[config.mk]
export PLATFORM = sky130hd
export DESIGN_NAME = strobe_watchdog
export DESIGN_NICKNAME = d
export VERILOG_FILES = /design/src/rtl/wdt_pkg.sv /design/src/rtl/wdt_edge_sync.sv /design/src/rtl/wdt_sel_latch.sv /design/src/rtl/wdt_core.sv /design/src/rtl/strobe_watchdog.sv
export SDC_FILE = /design/constraint.sdc
export NUM_CORES = 1
export LEC_CHECK = 0
export BUFFER_PORTS_ARGS = -buffer_cell sky130_fd_sc_hd__buf_2
export CELL_PAD_IN_SITES_DETAIL_PLACEMENT = 1
export CELL_PAD_IN_SITES_GLOBAL_PLACEMENT = 1
export CORE_ASPECT_RATIO = 1.75
export CORE_UTILIZATION = 50
export CTS_CLUSTER_DIAMETER = 40
export DETAILED_ROUTE_END_ITERATION = 12
export PLACE_DENSITY = 0.88
export SYNTH_ARGS = -nofsm -noshare
export SYNTH_HDL_FRONTEND = slang
export SYNTH_SLANG_ARGS = --single-unit
[constraint.sdc]
create_clock -name clk -period 3.88 [get_ports clk]
set_input_delay 0.582 -clock clk [delete_from_list [all_inputs] [get_ports clk]]
set_output_delay 0.582 -clock clk [all_outputs]
set_load 0.01 [all_outputs]
[src/rtl/wdt_pkg.sv]
package wdt_pkg;
    typedef enum logic [1:0] {
        ST_IDLE  = 2'd0,
        ST_COUNT = 2'd1,
        ST_PULSE = 2'd2
    } wd_state_e;

    typedef enum logic [1:0] {
        SEL_SHORT    = 2'b00,
        SEL_MID      = 2'b01,
        SEL_LONG     = 2'b10,
        SEL_LONG_ALT = 2'b11
    } wd_sel_e;
endpackage

[src/rtl/wdt_edge_sync.sv]
module wdt_edge_sync #(
    parameter int STAGES = 2
) (
    input  logic clk,
    input  logic rst_n,
    input  logic strobe,
    output logic edge_o
);
    // sh[STAGES-1] is the synchronised level, sh[STAGES] its delayed copy
    logic [STAGES:0] sh;

    always_ff @(posedge clk or negedge rst_n) begin
        if (!rst_n) sh <= '0;
        else        sh <= {sh[STAGES-1:0], strobe};
    end

    assign edge_o = sh[STAGES] ^ sh[STAGES-1];
endmodule

[src/rtl/wdt_sel_latch.sv]
module wdt_sel_latch
    import wdt_pkg::*;
(
    input  logic       clk,
    input  logic       rst_n,
    input  logic       cap,
    input  logic [1:0] sel_in,
    output wd_sel_e    sel_q
);
    logic locked;

    always_ff @(posedge clk or negedge rst_n) begin
        if (!rst_n) begin
            sel_q  <= SEL_LONG;
            locked <= 1'b0;
        end else if (cap && !locked) begin
            sel_q  <= wd_sel_e'(sel_in);
            locked <= 1'b1;
        end
    end


    sel_lock_chk: assert property (@(posedge clk) disable iff (!rst_n)
        (locked && cap) |=> $stable(sel_q));
endmodule

[src/rtl/wdt_core.sv]
module wdt_core
    import wdt_pkg::*;
#(
    parameter int T_SHORT = 16000,
    parameter int T_MID   = 160000,
    parameter int T_LONG  = 1600000,
    parameter int PULSE   = 128
) (
    input  logic    clk,
    input  logic    rst_n,
    input  logic    tick,
    input  logic    edge_i,
    input  logic    rel,
    input  wd_sel_e sel,
    output logic    wd_n
);
    localparam int MAXV = (T_LONG > PULSE) ? T_LONG : PULSE;
    localparam int CW   = $clog2(MAXV + 1);

    wd_state_e     state, nxt;
    logic [CW-1:0] cnt, limit_m1;

    always_comb begin
        unique case (sel)
            SEL_SHORT:    limit_m1 = CW'(T_SHORT - 1);
            SEL_MID:      limit_m1 = CW'(T_MID - 1);
            SEL_LONG:     limit_m1 = CW'(T_LONG - 1);
            SEL_LONG_ALT: limit_m1 = CW'(T_LONG - 1);
            default:      limit_m1 = CW'(T_LONG - 1);
        endcase
    end

    // State register
    always_ff @(posedge clk or negedge rst_n) begin
        if (!rst_n) state <= ST_IDLE;
        else        state <= nxt;
    end

    // Transitions
    always_comb begin
        nxt = state;
        unique case (state)
            ST_IDLE:  if (rel) nxt = ST_COUNT;
            ST_COUNT: begin
                if (!rel)
                    nxt = ST_IDLE;
                else if (tick && !edge_i && cnt == limit_m1)
                    nxt = ST_PULSE;
            end
            ST_PULSE: begin
                if (tick && cnt == CW'(PULSE - 1))
                    nxt = rel ? ST_COUNT : ST_IDLE;
            end
            default:  nxt = ST_IDLE;
        endcase
    end

    // Tick counter shared by the period and the pulse
    always_ff @(posedge clk or negedge rst_n) begin
        if (!rst_n)
            cnt <= '0;
        else if (nxt != state || state == ST_IDLE)
            cnt <= '0;
        else if (state == ST_COUNT && edge_i)
            cnt <= '0;
        else if (tick)
            cnt <= cnt + CW'(1);
    end

    // Outputs
    always_comb begin
        wd_n = (state != ST_PULSE);
    end


    idle_clear_chk: assert property (@(posedge clk) disable iff (!rst_n)
        (state == ST_IDLE) |-> (cnt == '0));

    cnt_bound_chk: assert property (@(posedge clk) disable iff (!rst_n)
        (state == ST_COUNT) |-> (cnt <= limit_m1));

    edge_clear_chk: assert property (@(posedge clk) disable iff (!rst_n)
        (state == ST_COUNT && edge_i) |=> (cnt == '0));

    pulse_entry_chk: assert property (@(posedge clk) disable iff (!rst_n)
        (state == ST_PULSE) |-> ($past(state) == ST_PULSE || $past(state) == ST_COUNT));
endmodule

[src/rtl/strobe_watchdog.sv]
module strobe_watchdog
    import wdt_pkg::*;
#(
    parameter int T_SHORT     = 16000,
    parameter int T_MID       = 160000,
    parameter int T_LONG      = 1600000,
    parameter int PULSE       = 128,
    parameter int SYNC_STAGES = 2
) (
    input  logic       clk,
    input  logic       rst_n,
    input  logic       tick_us,
    input  logic       strobe,
    input  logic [1:0] tsel,
    input  logic       rel_in,
    input  logic       cap_in,
    output logic       wd_n
);
    logic    strobe_edge;
    wd_sel_e sel_q;

    wdt_edge_sync #(.STAGES(SYNC_STAGES)) u_sync (
        .clk(clk), .rst_n(rst_n), .strobe(strobe), .edge_o(strobe_edge)
    );

    wdt_sel_latch u_sel (
        .clk(clk), .rst_n(rst_n), .cap(cap_in), .sel_in(tsel), .sel_q(sel_q)
    );

    wdt_core #(
        .T_SHORT(T_SHORT), .T_MID(T_MID), .T_LONG(T_LONG), .PULSE(PULSE)
    ) u_core (
        .clk(clk), .rst_n(rst_n), .tick(tick_us), .edge_i(strobe_edge),
        .rel(rel_in), .sel(sel_q), .wd_n(wd_n)
    );
endmodule

# --- Word level (Yosys, flattened, before mapping) ---
# Index checks and enable logic that the tools add are counted.
classes:
  bitwise: 1
  addsub: 1
  eq_ne: 9
  n_reduce_logical: 12
  muxes: 10
op_table:
  columns: ["operator", "count"]
  rows:
  - ["21-bit 2-to-1 mux", 3]
  - ["21-bit one-hot mux with 3 select lines", 1]
  - ["21-bit by 1-bit adder with 21-bit output (second input constant)", 1]
  - ["21-bit equality test", 1]
  - ["21-bit by 7-bit equality test with 1-bit output (second input constant)", 1]
  - ["2-bit 2-to-1 mux", 4]
  - ["2-bit equality test (second input constant)", 3]
  - ["2-bit one-hot mux with 3 select lines", 1]
  - ["1-bit logical AND", 5]
  - ["2-bit by 1-bit equality test with 1-bit output (second input constant)", 2]
  - ["2-bit logical NOT", 2]
  - ["3-bit nonzero test", 1]
  - ["1-bit logical NOT", 2]
  - ["2-bit != test", 1]
  - ["2-bit != test (second input constant)", 1]
  - ["2-bit OR reduction", 1]
  - ["1-bit logical OR", 1]
  - ["1-bit 2-to-1 mux", 1]
  - ["1-bit XOR", 1]
word_totals:
  input_bits: 8
  register_bits: 29
  out_inout_bits: 1
  wordCells: 38

# --- Longest topological paths before layout ---
# Gate-level depths: netlist of run 1.
depth:
  ltp_word: 11
  mapped_depth: 7
  ltp_nobuf: 5

# --- Modules after synthesis ---
# Synthesis of run 1 repeated with hierarchy kept, for this count alone.
unflattened:
  cells_unflattened: 163
  area_unflattened_um2: 1576.5
by_module_without_submodules:
  columns: ["mod", "area_per_inst_um2", "instances", "cells_each"]
  rows:
  - ["wdt_core", 1366.3, 1, 152]
  - ["wdt_sel_latch", 126.4, 1, 7]
  - ["wdt_edge_sync", 83.8, 1, 4]

# --- Worst setup path before layout of run 1 ---
# OpenSTA, ideal clock, no wires.
synth_timing:
  kind: "input-to-reg"
  from: "in tick_us"
  to: "reg u_core.cnt[0]"
  t_required_ps: 3743
  t_arrival_ps: 1894
  setup_slack_ps: 1849
  stages: 6
  n_path_buf: 2
  cell_sequence: "clkbuf_1 o2111ai_1 a2111o_1 o2111ai_2 buf_6 a21oi_1"
synth_via:
  elab_chain_cells: 8
synth_rtl:
  columns: ["item", "line", "text"]
  rows:
  - ["start, declared", "strobe_watchdog.sv:12", "input logic tick_us,"]
  - ["1-bit logical AND (2 in a row)", "wdt_core.sv:47", "else if (tick && !edge_i && cnt == limit_m1)"]
  - ["2-bit 2-to-1 mux", "wdt_core.sv:47", null]
  - ["2-bit 2-to-1 mux", "wdt_core.sv:45", "if (!rel)"]
  - ["2-bit one-hot mux with 3 select lines", "wdt_core.sv:42", "unique case (state)"]
  - ["2-bit != test", "wdt_core.sv:62", "else if (nxt != state || state == ST_IDLE)"]
  - ["1-bit logical OR", "wdt_core.sv:62", null]
  - ["3-bit nonzero test (no line) or 21-bit 2-to-1 mux (tied branches)", null, null]
  - ["end signal, assigned", "wdt_core.sv:67", "cnt <= cnt + CW'(1);"]
  - ["end, declared", "wdt_core.sv:21", "logic [CW-1:0] cnt, limit_m1;"]
# Several ways; a longest one is shown, not always the timed one.
# A chain may end at the register's enable or synchronous reset.

# --- Worst setup path in the final report of run 1 ---
layout_timing:
  from: "reg u_core.cnt[7]"
  to: "reg u_core.cnt[18]"
layout_via:
  elab_chain_cells: 8
layout_rtl:
  columns: ["item", "line"]
  rows:
  - ["21-bit equality test", "wdt_core.sv:47"]
  - ["1-bit logical AND", "wdt_core.sv:47"]
  - ["2-bit 2-to-1 mux", "wdt_core.sv:47"]
  - ["2-bit 2-to-1 mux", "wdt_core.sv:45"]
  - ["2-bit one-hot mux with 3 select lines", "wdt_core.sv:42"]
  - ["2-bit != test", "wdt_core.sv:62"]
  - ["1-bit logical OR", "wdt_core.sv:62"]
  - ["3-bit nonzero test (no line) or 21-bit 2-to-1 mux (tied branches)", null]
# Several ways; a longest one is shown, not always the timed one. The select of a mux whose other input is x is not followed.

==> out/metrics.yaml, run 1 <==
crit_required_ns: 4.00
synth_top_family_by_area: "simple AND/OR/NAND/NOR gates"
ioPinCount: 9
cp_data_arrival_time_ns: 2.72
cts_setup_buffers: 0
drive_gt1_share_pct: 15.5
synth_seq_cells: 29
grt.overflow.total: 0
combPwrFrac_pct: 4.5
fp.dieArea_sq_um: 3300
finClkSkew_ns: 0.00533
drc_errors: 0
grt_pass1_vias: 1255
ys_seq_area_share_pct: 47.4
vdd_drop_max_v: 0.000240
antenna_found_initial: 0
cts_buffer_depth: 2
timing.slew.headroom_pct: 33.3
fmax_ghz: 0.384
place_hpwl_um: 2630
finalSetupViolations: 0
fillers: 343
finalNetCount: 169
synth_area_sq_um: 1530
synthAdderAreaFrac_pct: 0.816
path_clk_slew_ns: 0.06
cts_root_buf: "clkbuf_8"
period_share_pct: 67.1
die_w_um: 43.9
synth_edf_count: 0
r2r_cells: 4
port_buffers: 8
worstSkewPairLatency_ns: 0.29
crit_path_start_kind: "flop"
numCtsBuffers: 5
syn_area_per_cell_sq_um: 10.0
maxCapViolCount: 0
yosysTopAreaCellShare_pct: 45.7
cts_sinks: 29
p_per_area_nw_per_um2: 370
fin_ws_ns: 1.28
htree_levels: 2
timing.hold.ws_ns: 0.314
rr_endpoint: "u_core.cnt[18]"
drt-pass1-iter-count: 4
core_area_sq_um: 2930
final_core_util_pct: 56.8
syn2layout_area_growth_pct: 8.48
rsz0062_at_grt: "no"
core.rowCount: 26
pre_cts_ws_ns: 1.31
wl_um: 3690
end_kind: "flop"
tightestPinTransition_ns: 1.00
yosys-top-cells-area: "dfrtp_1, a21oi_1, xor2_1, xnor2_1, nand4_1"
yosysTopAreaCell: "dfrtp_1"
clockPowerShare_pct: 44.4
hold_viol_final: 0
initial_core_util_pct: 52.4
status: "finished clean"
synth-main-ff-cell: "dfrtp_1"
grt_max_degree: 30
first_iter_violations: 28
synth-async-reset-ratio_pct: 100
path_class: "flop to flop"
yosys.area_share.xor_xnor_pct: 12.0
r2r_slack_ns: 1.28
cts_tree: "built"
seq_power_share_pct: 51.1
syn_inst: 153
track_usage_pct: 26.7
yosys.area_share.simple_pct: 20.3
grt_pass1_wl_um: 6220
wl_per_cell_um: 19.5
cts_resized: 0
ys_types: 40
hold_class: "input port to async pin"
num_vias: 1206
p_leak_nw: 0.678
p_int_uw: 478
sw_frac_of_total_pct: 22.4
cp_max_fo: 21
avgViaCountPerCell: 6.38
dieHeight_um: 75.3
routabilityCongestion: 0.887
dp.cells: 181
maxSlewViolCount: 0
final_cells: 189
reg2reg_from: "u_core.cnt[7]"
yosysWarnings: 0
min_period_ns: 2.60
p_sw_uw: 138
antennaDiodeCount: 0
syn_nets: 162
synth_compound_area_share_pct: 14.1
synth_mux_area_share_pct: 1.39
fin_tns_setup_ns: 0
drtAntennaViolNets: 0
ctsHoldBuffers: 0
==> flip-flops by register name, indices dropped and copies added, names as in the netlist <==
register / cells
u_core.cnt: 21
u_core.state: 2
u_sel.sel_q: 2
u_sel.locked: 1
u_sync.sh: 3
==> power groups by stage <==
stage               clock network (mW)  logic (mW)  registers [mW]
global placement                     0      0.0259           0.319
CTS                              0.280      0.0284           0.314
finish                           0.273      0.0276           0.315
global route                     0.285      0.0318           0.315
detailed placement                   0      0.0282           0.320
floorplan                            0      0.0168           0.318
==> per-stage QoR <==
stage	cell area, sq um	total power [mW]
after detailed placement	1560	0.348
after global routing	1660	0.632
after global placement	1560	0.345
final	1660	0.616
after CTS	1660	0.623
after floorplan	1530	0.335
==> worst max-delay path: stages (launching register included) <==
cell       delay, ns
dfrtp_1         0.44
or4_1           0.54
a2111o_1        0.47
o2111ai_2       0.80
a21oi_1         0.17
==> cell type report <==
class | count | area [sq um] | share of cell area, %
repair buffers | 8 | 40.0 | 2.41
clock buffers | 7 | 96.3 | 5.79
flip-flops and latches | 29 | 727 | 43.7
multi-input cells | 112 | 746 | 44.8
well taps | 28 | 35.0 | 2.11
inverters | 4 | 15.0 | 0.902
clock inverters | 1 | 5.00 | 0.301
==> worst max path at each step <==
| stage | from | end | slack, ns | cells past startpoint |
|---|---|---|---|---|
| 2_1_floorplan | tick_us | u_core.cnt[0] | 1.85 | 6 |
| 3_3_place_gp | u_core.cnt[7] | u_core.cnt[15] | 1.40 | 4 |
| 3_5_place_dp | tick_us | u_core.cnt[18] | 1.31 | 5 |
| 4_1_cts | u_core.cnt[7] | u_core.cnt[18] | 1.28 | 4 |
| 5_1_grt | u_core.cnt[7] | u_core.cnt[2] | 1.12 | 4 |
| 6_report | u_core.cnt[7] | u_core.cnt[18] | 1.28 | 4 |
==> cells in the mapped netlist (2+ instances only) <==
cell,n
dfrtp_1,28
a21oi_1,20
xor2_1,11
xnor2_1,10
nand2_1,8
nand4_1,8
and3_1,7
clkbuf_1,5
nand3_1,5
nor3_1,5
inv_1,4
nor2_1,4
nor2b_1,4
and4_1,3
and3_2,2
buf_6,2
o211ai_1,2
o21ai_0,2
or4_1,2
==> metal layers <==
metal	wire length (um)	track usage, %	vias to the layer above
met3	134	5.52	10
met2	2010	46.3	28
li1	-	-	560
met5	0	0	-
met1	1420	29.2	608
met4	125	16.5	0
==> cell families (layout without fill, tap and decap cells) <==
kind of cell | Yosys count | after routing
AOI/OAI and AO/OA | 34 | 34
xor gates and xnor gates | 21 | 21
adders and majority gates | 1 | 1
buffers and inverters | 12 | 20
DFF | 29 | 29
muxes | 2 | 2
and+or+nand+nor | 54 | 54
==> cell usage in the layout (no fill, tap or decap), types with 2 or more instances in the layout <==
master and n:
a21oi_1 20, and3_1 7, and3_2 2, and4_1 3, buf_2 8, clkbuf_8 7
dfrtp_1 28, inv_1 4, nand2_1 8, nand3_1 5, nand4_1 8, nor2_1 4
nor2b_1 4, nor3_1 5, o211ai_1 2, o21ai_0 2, or4_1 2, xnor2_1 10
xor2_1 11
No activity file was read; power rests on OpenSTA's default activity.
==> run 2, diff against run 1 <==
--- a/config.mk
+++ b/config.mk
@@ -5,14 +5,15 @@
 export SDC_FILE = /design/constraint.sdc
 export NUM_CORES = 1
 export LEC_CHECK = 0
+export ABC_AREA = 1
 export BUFFER_PORTS_ARGS = -buffer_cell sky130_fd_sc_hd__buf_2
 export CELL_PAD_IN_SITES_DETAIL_PLACEMENT = 1
 export CELL_PAD_IN_SITES_GLOBAL_PLACEMENT = 1
 export CORE_ASPECT_RATIO = 1.75
-export CORE_UTILIZATION = 50
+export CORE_UTILIZATION = 39
 export CTS_CLUSTER_DIAMETER = 40
 export DETAILED_ROUTE_END_ITERATION = 12
-export PLACE_DENSITY = 0.88
+export PLACE_DENSITY = 0.81
 export SYNTH_ARGS = -nofsm -noshare
 export SYNTH_HDL_FRONTEND = slang
 export SYNTH_SLANG_ARGS = --single-unit
==> constraint.sdc (replaced) <==
create_clock -name clk -period 2.2 [get_ports clk]
set_input_delay 0.33 -clock clk [delete_from_list [all_inputs] [get_ports clk]]
set_output_delay 0.33 -clock clk [all_outputs]
set_load 0.01 [all_outputs]
==> run 2 against run 1 <==
Combinational power rose to 4.3 times the previous value. Non-clock buffer count up 5. Clock skew up 0.0032 ns. Sequential share of layout area down 8.4 points. Synthesized cell count up 82%. Via count up 60%. Global-route usage up 1.0 points. Area after synthesis up 20%. Total power up 91%. Critical path type unchanged.
==> out/metrics.yaml, run 2 <==
slowest_stage: "dfrtp_1"
finClkSkew_ns: 0.00858  # +0.00324 ns
fin_tns_setup_ns: 0  # unchanged
first_iter_violations: 38  # +36%
path_class: "flop to flop"
cts_root_buf: "clkbuf_8"
multi_input_area_sq_um: 955  # +28%
grt.overflow.total: 0  # unchanged
cts_setup_buffers: 0  # unchanged
rsz0062_at_grt: "no"
synth-async-reset-ratio_pct: 100  # unchanged
syn_inst: 279  # +82%
yosysTopAreaCell: "dfrtp_1"
ioPinCount: 9  # unchanged
vdd_drop_max_v: 0.000379  # +58%
syn_area_per_cell_sq_um: 6.61  # -34%
grt_max_degree: 30  # unchanged
finalSetupViolations: 0  # unchanged
yosysMostFrequentCell: "nand2_1"
maxCapViolCount: 0  # unchanged
pre_cts_ws_ns: 0.264  # -1.05 ns
synth_area_sq_um: 1840  # +20%
maxSlewViolCount: 0  # unchanged
timing.slew.headroom_pct: 55.0  # +22 points
fmax_ghz: 0.511  # +33%
htree_levels: 2  # unchanged
drt-pass1-iter-count: 5  # +1
critical-path-top-delay-family: "simple AND/OR/NAND/NOR gates"
grt_pass1_vias: 2049  # +63%
place_area_sq_um: 1960  # +25%
dp.cells: 340  # +88%
r2r_cells: 10  # +6
place_hpwl_um: 4540  # +73%
num_vias: 1926  # +60%
antennaDiodeCount: 0  # unchanged
drtAntennaViolNets: 0  # unchanged
tightestPinTransition_ns: 0.676  # -0.325 ns
reg2reg_from: "u_core.cnt[0]"
fillers: 624  # +82%
hold_class: "input port to async pin"
crit_required_ns: 2.36  # -1.64 ns
initial_core_util_pct: 41.1  # -11 points
period_share_pct: 89.0  # +22 points
drc_errors: 0  # unchanged
seqCellArea_sq_um: 727  # unchanged
cpPeakStageDelay_ns: 0.44  # -0.36 ns
cp_max_fo: 18  # -14%
ctsHoldBuffers: 0  # unchanged
cts_buffer_depth: 2  # unchanged
avgViaCountPerCell: 5.53  # -13%
wl_um: 5940  # +61%
finalNetCount: 305  # +80%
numCtsBuffers: 5  # unchanged
cts_resized: 0  # unchanged
track_usage_pct: 27.7  # +1.0 points
design_area_sq_um: 2060  # +24%
hold_viol_final: 0  # unchanged
ys_types: 25  # -38%
rr_endpoint: "u_core.cnt[7]"
crit_path_start_kind: "flop"
r2r_slack_ns: 0.24  # -1.03 ns
yosys-top-cells-area: "dfrtp_1, nand2_1, nor2_1, inv_1, o21ai_0"
cp_data_arrival_time_ns: 2.12  # -0.60 ns
syn2layout_area_growth_pct: 11.8
port_buffers: 8  # unchanged
antenna_found_initial: 0  # unchanged
fin_ws_ns: 0.243  # -1.03 ns
layout_commonest_cell: "nand2_1"
p_per_area_nw_per_um2: 571  # +54%
p_leak_nw: 0.939  # +39%
final_cell_mix: "nand2_1, nor2_1, inv_1"
wl_per_cell_um: 17.1  # -12%
cp_cell_sequence: "ha_1, inv_1, nor3_4, nand2_1, nor2_1, nand3_1, nand2_1, nand2_2, inv_4, nor2_1"
ys_top_cells_by_count: "nand2_1, nor2_1, inv_1, dfrtp_1, o21ai_0"
largest_reg_flops: 21  # unchanged
ys_seq_area_share_pct: 39.4  # -8.0 points
synth_edf_count: 0  # unchanged
path_clk_slew_ns: 0.08  # +0.02 ns
min_period_ns: 1.96  # -0.645 ns
yosysTopAreaCellShare_pct: 38.0  # -7.7 points
syn_nets: 288  # +78%
cp_num_buf_inv: 2  # +2
cts_sinks: 29  # unchanged
end_kind: "flop"
yosysWarnings: 0  # unchanged
cts_tree: "built"
top_register: "u_core.cnt"
core_area_sq_um: 4480  # +53%
final_cells: 348  # +84%
dieHeight_um: 93.0  # +24%
synth_seq_cells: 29  # unchanged
die_w_um: 54.0  # +23%
top_regs: "u_core.cnt: 21 flops, u_sync.sh: 3 flops"
status: "finished clean"
grt_pass1_wl_um: 9890  # +59%
fp.dieArea_sq_um: 5020  # +52%
routabilityCongestion: 0.928  # +4.7%
drive_gt1_share_pct: 9.76  # -5.8 points
core.rowCount: 32  # +23%
synth-main-ff-cell: "dfrtp_1"
worstSkewPairLatency_ns: 0.29  # about the same
==> run 2: cell count changes in the layout (fill, tap and decap cells not counted), moves of 4 or more <==
cell	before	now
nand2_1	8	81
nor2_1	4	50
inv_1	4	35
o21ai_0	2	23
nand3_1	5	17
xor2_1	11	1
a21oi_1	20	11
xnor2_1	10	2
and3_1	7	0
buf_4	0	5
nor2b_1	4	0
==> run 2: cell families after synthesis <==
group	count (synthesis)	synth area share, %
AND/OR/NAND/NOR	167	38.2
XOR/XNOR	3	1.42
adder cells (fa/ha/maj)	1	0.678
buffers and inverters	39	8.82
AO/OA/AOI/OAI	40	11.5
flip-flops	29	39.4
==> run 2: layout make-up <==
class                           count  area share (%)
Multi-Input combinational cell    211            46.3
Sequential cell                    29            35.3
Inverter                           36            6.67
Clock buffer                        7            4.67
Timing Repair Buffer               13            3.76
Tap cell                           51            3.09
Clock inverter                      1           0.243
==> run 2: report_power, final <==
part / internal [mW] / switching (mW) / leakage [nW]
Combinational: 0.0343 / 0.0849 / 0.503
Sequential: 0.540 / 0.00523 / 0.382
Clock: 0.283 / 0.229 / 0.0542
Total: 0.857 / 0.320 / 0.939
==> run 2: through the flow <==
stage	util, %	power, mW	hold WS [ns]
floorplan	-	0.617	0.0344
global placement	43.7	0.673	0.340
detailed placement	43.7	0.674	0.342
CTS	46.0	1.18	0.110
global route	46.0	1.22	0.131
finish	46.0	1.18	0.0689
==> run 2: how the worst max path moves through the flow <==
stage                        from        endpoint  depth (start not counted)
CTS                 u_core.cnt[0]  u_core.cnt[16]                         10
detailed placement  u_core.cnt[0]   u_core.cnt[7]                         10
finish              u_core.cnt[0]   u_core.cnt[7]                         10
floorplan           u_core.cnt[0]  u_core.cnt[10]                          9
global route        u_core.cnt[0]  u_core.cnt[16]                         10
global placement    u_core.cnt[0]   u_core.cnt[7]                         10
==> run 2: routing by layer <==
layer / wire length, um / global-route usage (%)
met1: 2360 / 30.4
met5: 0 / 0
met2: 3050 / 47.5
met4: 338 / 16.7
met3: 182 / 3.90
==> run 3, diff against run 2 <==
--- a/config.mk
+++ b/config.mk
@@ -5,15 +5,14 @@
 export SDC_FILE = /design/constraint.sdc
 export NUM_CORES = 1
 export LEC_CHECK = 0
-export ABC_AREA = 1
 export BUFFER_PORTS_ARGS = -buffer_cell sky130_fd_sc_hd__buf_2
 export CELL_PAD_IN_SITES_DETAIL_PLACEMENT = 1
 export CELL_PAD_IN_SITES_GLOBAL_PLACEMENT = 1
 export CORE_ASPECT_RATIO = 1.75
-export CORE_UTILIZATION = 39
+export CORE_UTILIZATION = 42
 export CTS_CLUSTER_DIAMETER = 40
 export DETAILED_ROUTE_END_ITERATION = 12
-export PLACE_DENSITY = 0.81
+export PLACE_DENSITY = 0.8
 export SYNTH_ARGS = -nofsm -noshare
 export SYNTH_HDL_FRONTEND = slang
 export SYNTH_SLANG_ARGS = --single-unit
==> run 3 against run 2 <==
Cell count shrank 40%. Clock power shrank 13%. Sequential cell count is the same. Global-route usage shrank 4.1 points. Sequential share of layout area grew 7.1 points. Wire length shrank 38%. Die area shrank 22%. Count of clock-buffer cells in the layout grew 1. Critical path depth shrank 4. Largest power group unchanged.
==> out/metrics.yaml, run 3 (synthesis gave the netlist of run 1 again) <==
tightestPinTransition_ns: 0.658  # -0.0174 ns
cts_setup_buffers: 0  # unchanged
hold_viol_final: 0  # unchanged
largest_reg_flops: 21  # unchanged
grt_max_degree: 30  # unchanged
final_cell_mix: "dfrtp_1, a21oi_1, xor2_1"
min_period_ns: 2.06  # +0.101 ns
cp_max_fo: 21  # +3
drtAntennaViolNets: 0  # unchanged
drc_errors: 0  # unchanged
hold_class: "input port to async pin"
cts_tree: "built"
p_leak_nw: 0.694  # -26%
drt-pass1-iter-count: 3  # -2
routabilityCongestion: 0.840  # -9.5%
fp.dieArea_sq_um: 3910  # -22%
antennaDiodeCount: 0  # unchanged
maxSlewViolCount: 0  # unchanged
grt_pass1_wl_um: 6400  # -35%
avgViaCountPerCell: 5.85  # +5.7%
crit_start: "u_core.cnt[9]"
first_iter_violations: 32  # -16%
fmax_ghz: 0.486  # -4.9%
ioPinCount: 9  # unchanged
port_buffers: 8  # unchanged
top_regs: "u_core.cnt: 21 flops, u_sync.sh: 3 flops"
wl_per_cell_um: 17.6  # +2.9%
top_register: "u_core.cnt"
crit_required_ns: 2.35  # about the same
cp_num_buf_inv: 1  # -1
grt.overflow.total: 0  # unchanged
dieHeight_um: 81.9  # -12%
cts_root_buf: "clkbuf_8"
status: "finished clean"
finalSetupViolations: 0  # unchanged
htree_levels: 2  # unchanged
rsz0062_at_grt: "no"
maxCapViolCount: 0  # unchanged
ctsHoldBuffers: 0  # unchanged
worstSkewPairLatency_ns: 0.28  # about the same
cp_data_arrival_time_ns: 2.20  # +0.08 ns
final_core_util_pct: 50.0  # +4.0 points
timing.slew.headroom_pct: 56.1  # +1.2 points
wl_um: 3690  # -38%
layout_commonest_cell: "dfrtp_1"
antenna_found_initial: 0  # unchanged
slowest_stage: "a2111o_1"
num_vias: 1228  # -36%
critical-path-top-delay-family: "compound AO/OA/AOI/OAI gates"
highest_layer: "met4"
track_usage_pct: 23.6  # -4.1 points
cts_sinks: 29  # unchanged
core.rowCount: 28  # -13%
reg2reg_from: "u_core.cnt[9]"
p_per_area_nw_per_um2: 617  # +8.1%
syn2layout_area_growth_pct: 11.9  # about the same
cpPeakStageDelay_ns: 0.48  # +0.04 ns
crit_path_start_kind: "flop"
end_kind: "flop"
initial_core_util_pct: 44.7  # +3.6 points
period_share_pct: 93.5  # +4.6 points
cts_resized: 0  # unchanged
path_class: "flop to flop"
cts_buffer_depth: 2  # unchanged
vdd_drop_max_v: 0.000367  # -3.0%
place_hpwl_um: 2670  # -41%
finalNetCount: 173  # -43%
grt_pass1_vias: 1347  # -34%
fin_tns_setup_ns: 0  # unchanged
numCtsBuffers: 5  # unchanged
wl_met2_um: 2130  # -30%
drive_gt1_share_pct: 16.4  # +6.6 points
wl_met3_um: 57  # -69%
finClkSkew_ns: 0.00842  # -0.000154 ns
die_w_um: 47.7  # -12%
core_area_sq_um: 3430  # -23%
path_clk_slew_ns: 0.06  # -0.02 ns
drt-met1-wl_um: 1400  # -41%
cp_cell_sequence: "nand2_1, or4_1, a2111o_1, o2111ai_2, buf_12, a21oi_1"
timing.hold.ws_ns: 0.0760  # +0.00712 ns
## run 3: area by class of cell
| class | count | area (sq um) |
|---|---|---|
| Clock buffer | 8 | 90.1 |
| Multi-Input combinational cell | 112 | 746 |
| Fill cell | 426 | 1720 |
| Inverter | 4 | 15.0 |
| Timing Repair Buffer | 12 | 82.6 |
| Tap cell | 45 | 56.3 |
| Sequential cell | 29 | 727 |
## run 3: worst reg2reg max path, cell delays in order, from the launching register on
cell	delay, ns
dfrtp_1	0.42
nand2_1	0.09
or4_1	0.40
a2111o_1	0.48
o2111ai_2	0.26
buf_12	0.20
a21oi_1	0.08
## run 3: layer usage
layer	global-route usage (%)	vias to the layer above
met5	0	-
met4	11.4	0
met1	28.5	635
li1	-	571
met3	3.96	10
met2	38.8	12
## run 3: power breakdown
| group | total (mW) | internal, mW | leakage (nW) | switching (mW) |
|---|---|---|---|---|
| Combinational | 0.0598 | 0.0225 | 0.263 | 0.0372 |
| Sequential | 0.552 | 0.545 | 0.386 | 0.00755 |
| Clock | 0.447 | 0.254 | 0.0455 | 0.193 |
| Total | 1.06 | 0.822 | 0.694 | 0.237 |
## run 3: per-stage QoR
step / cells / instance area, sq um / total power [mW] / setup WS, ns
finish: 210 / 1720 / 1.06 / 0.142
global route: 210 / 1720 / 1.10 / 0.000353
CTS: 210 / 1720 / 1.07 / 0.133
detailed placement: 202 / 1630 / 0.622 / 0.156
global placement: 202 / 1630 / 0.617 / 0.235
floorplan: 153 / 1530 / 0.591 / 0.244
## run 3: final timing paths
| path | end | slack (ns) | depth (start not counted) |
|---|---|---|---|
| worst max-delay path | u_core.cnt[20] | 0.14 | 6 |
| min in group clk | u_sync.sh[0] | 0.16 | 1 |
| worst min-delay path | u_core.cnt[4] | 0.08 | 1 |
| worst min register to register | u_sync.sh[1] | 0.35 | 0 |
| max in group asynchronous | u_sync.sh[2] | 1.69 | 1 |
| worst max register to register | u_core.cnt[20] | 0.14 | 6 |
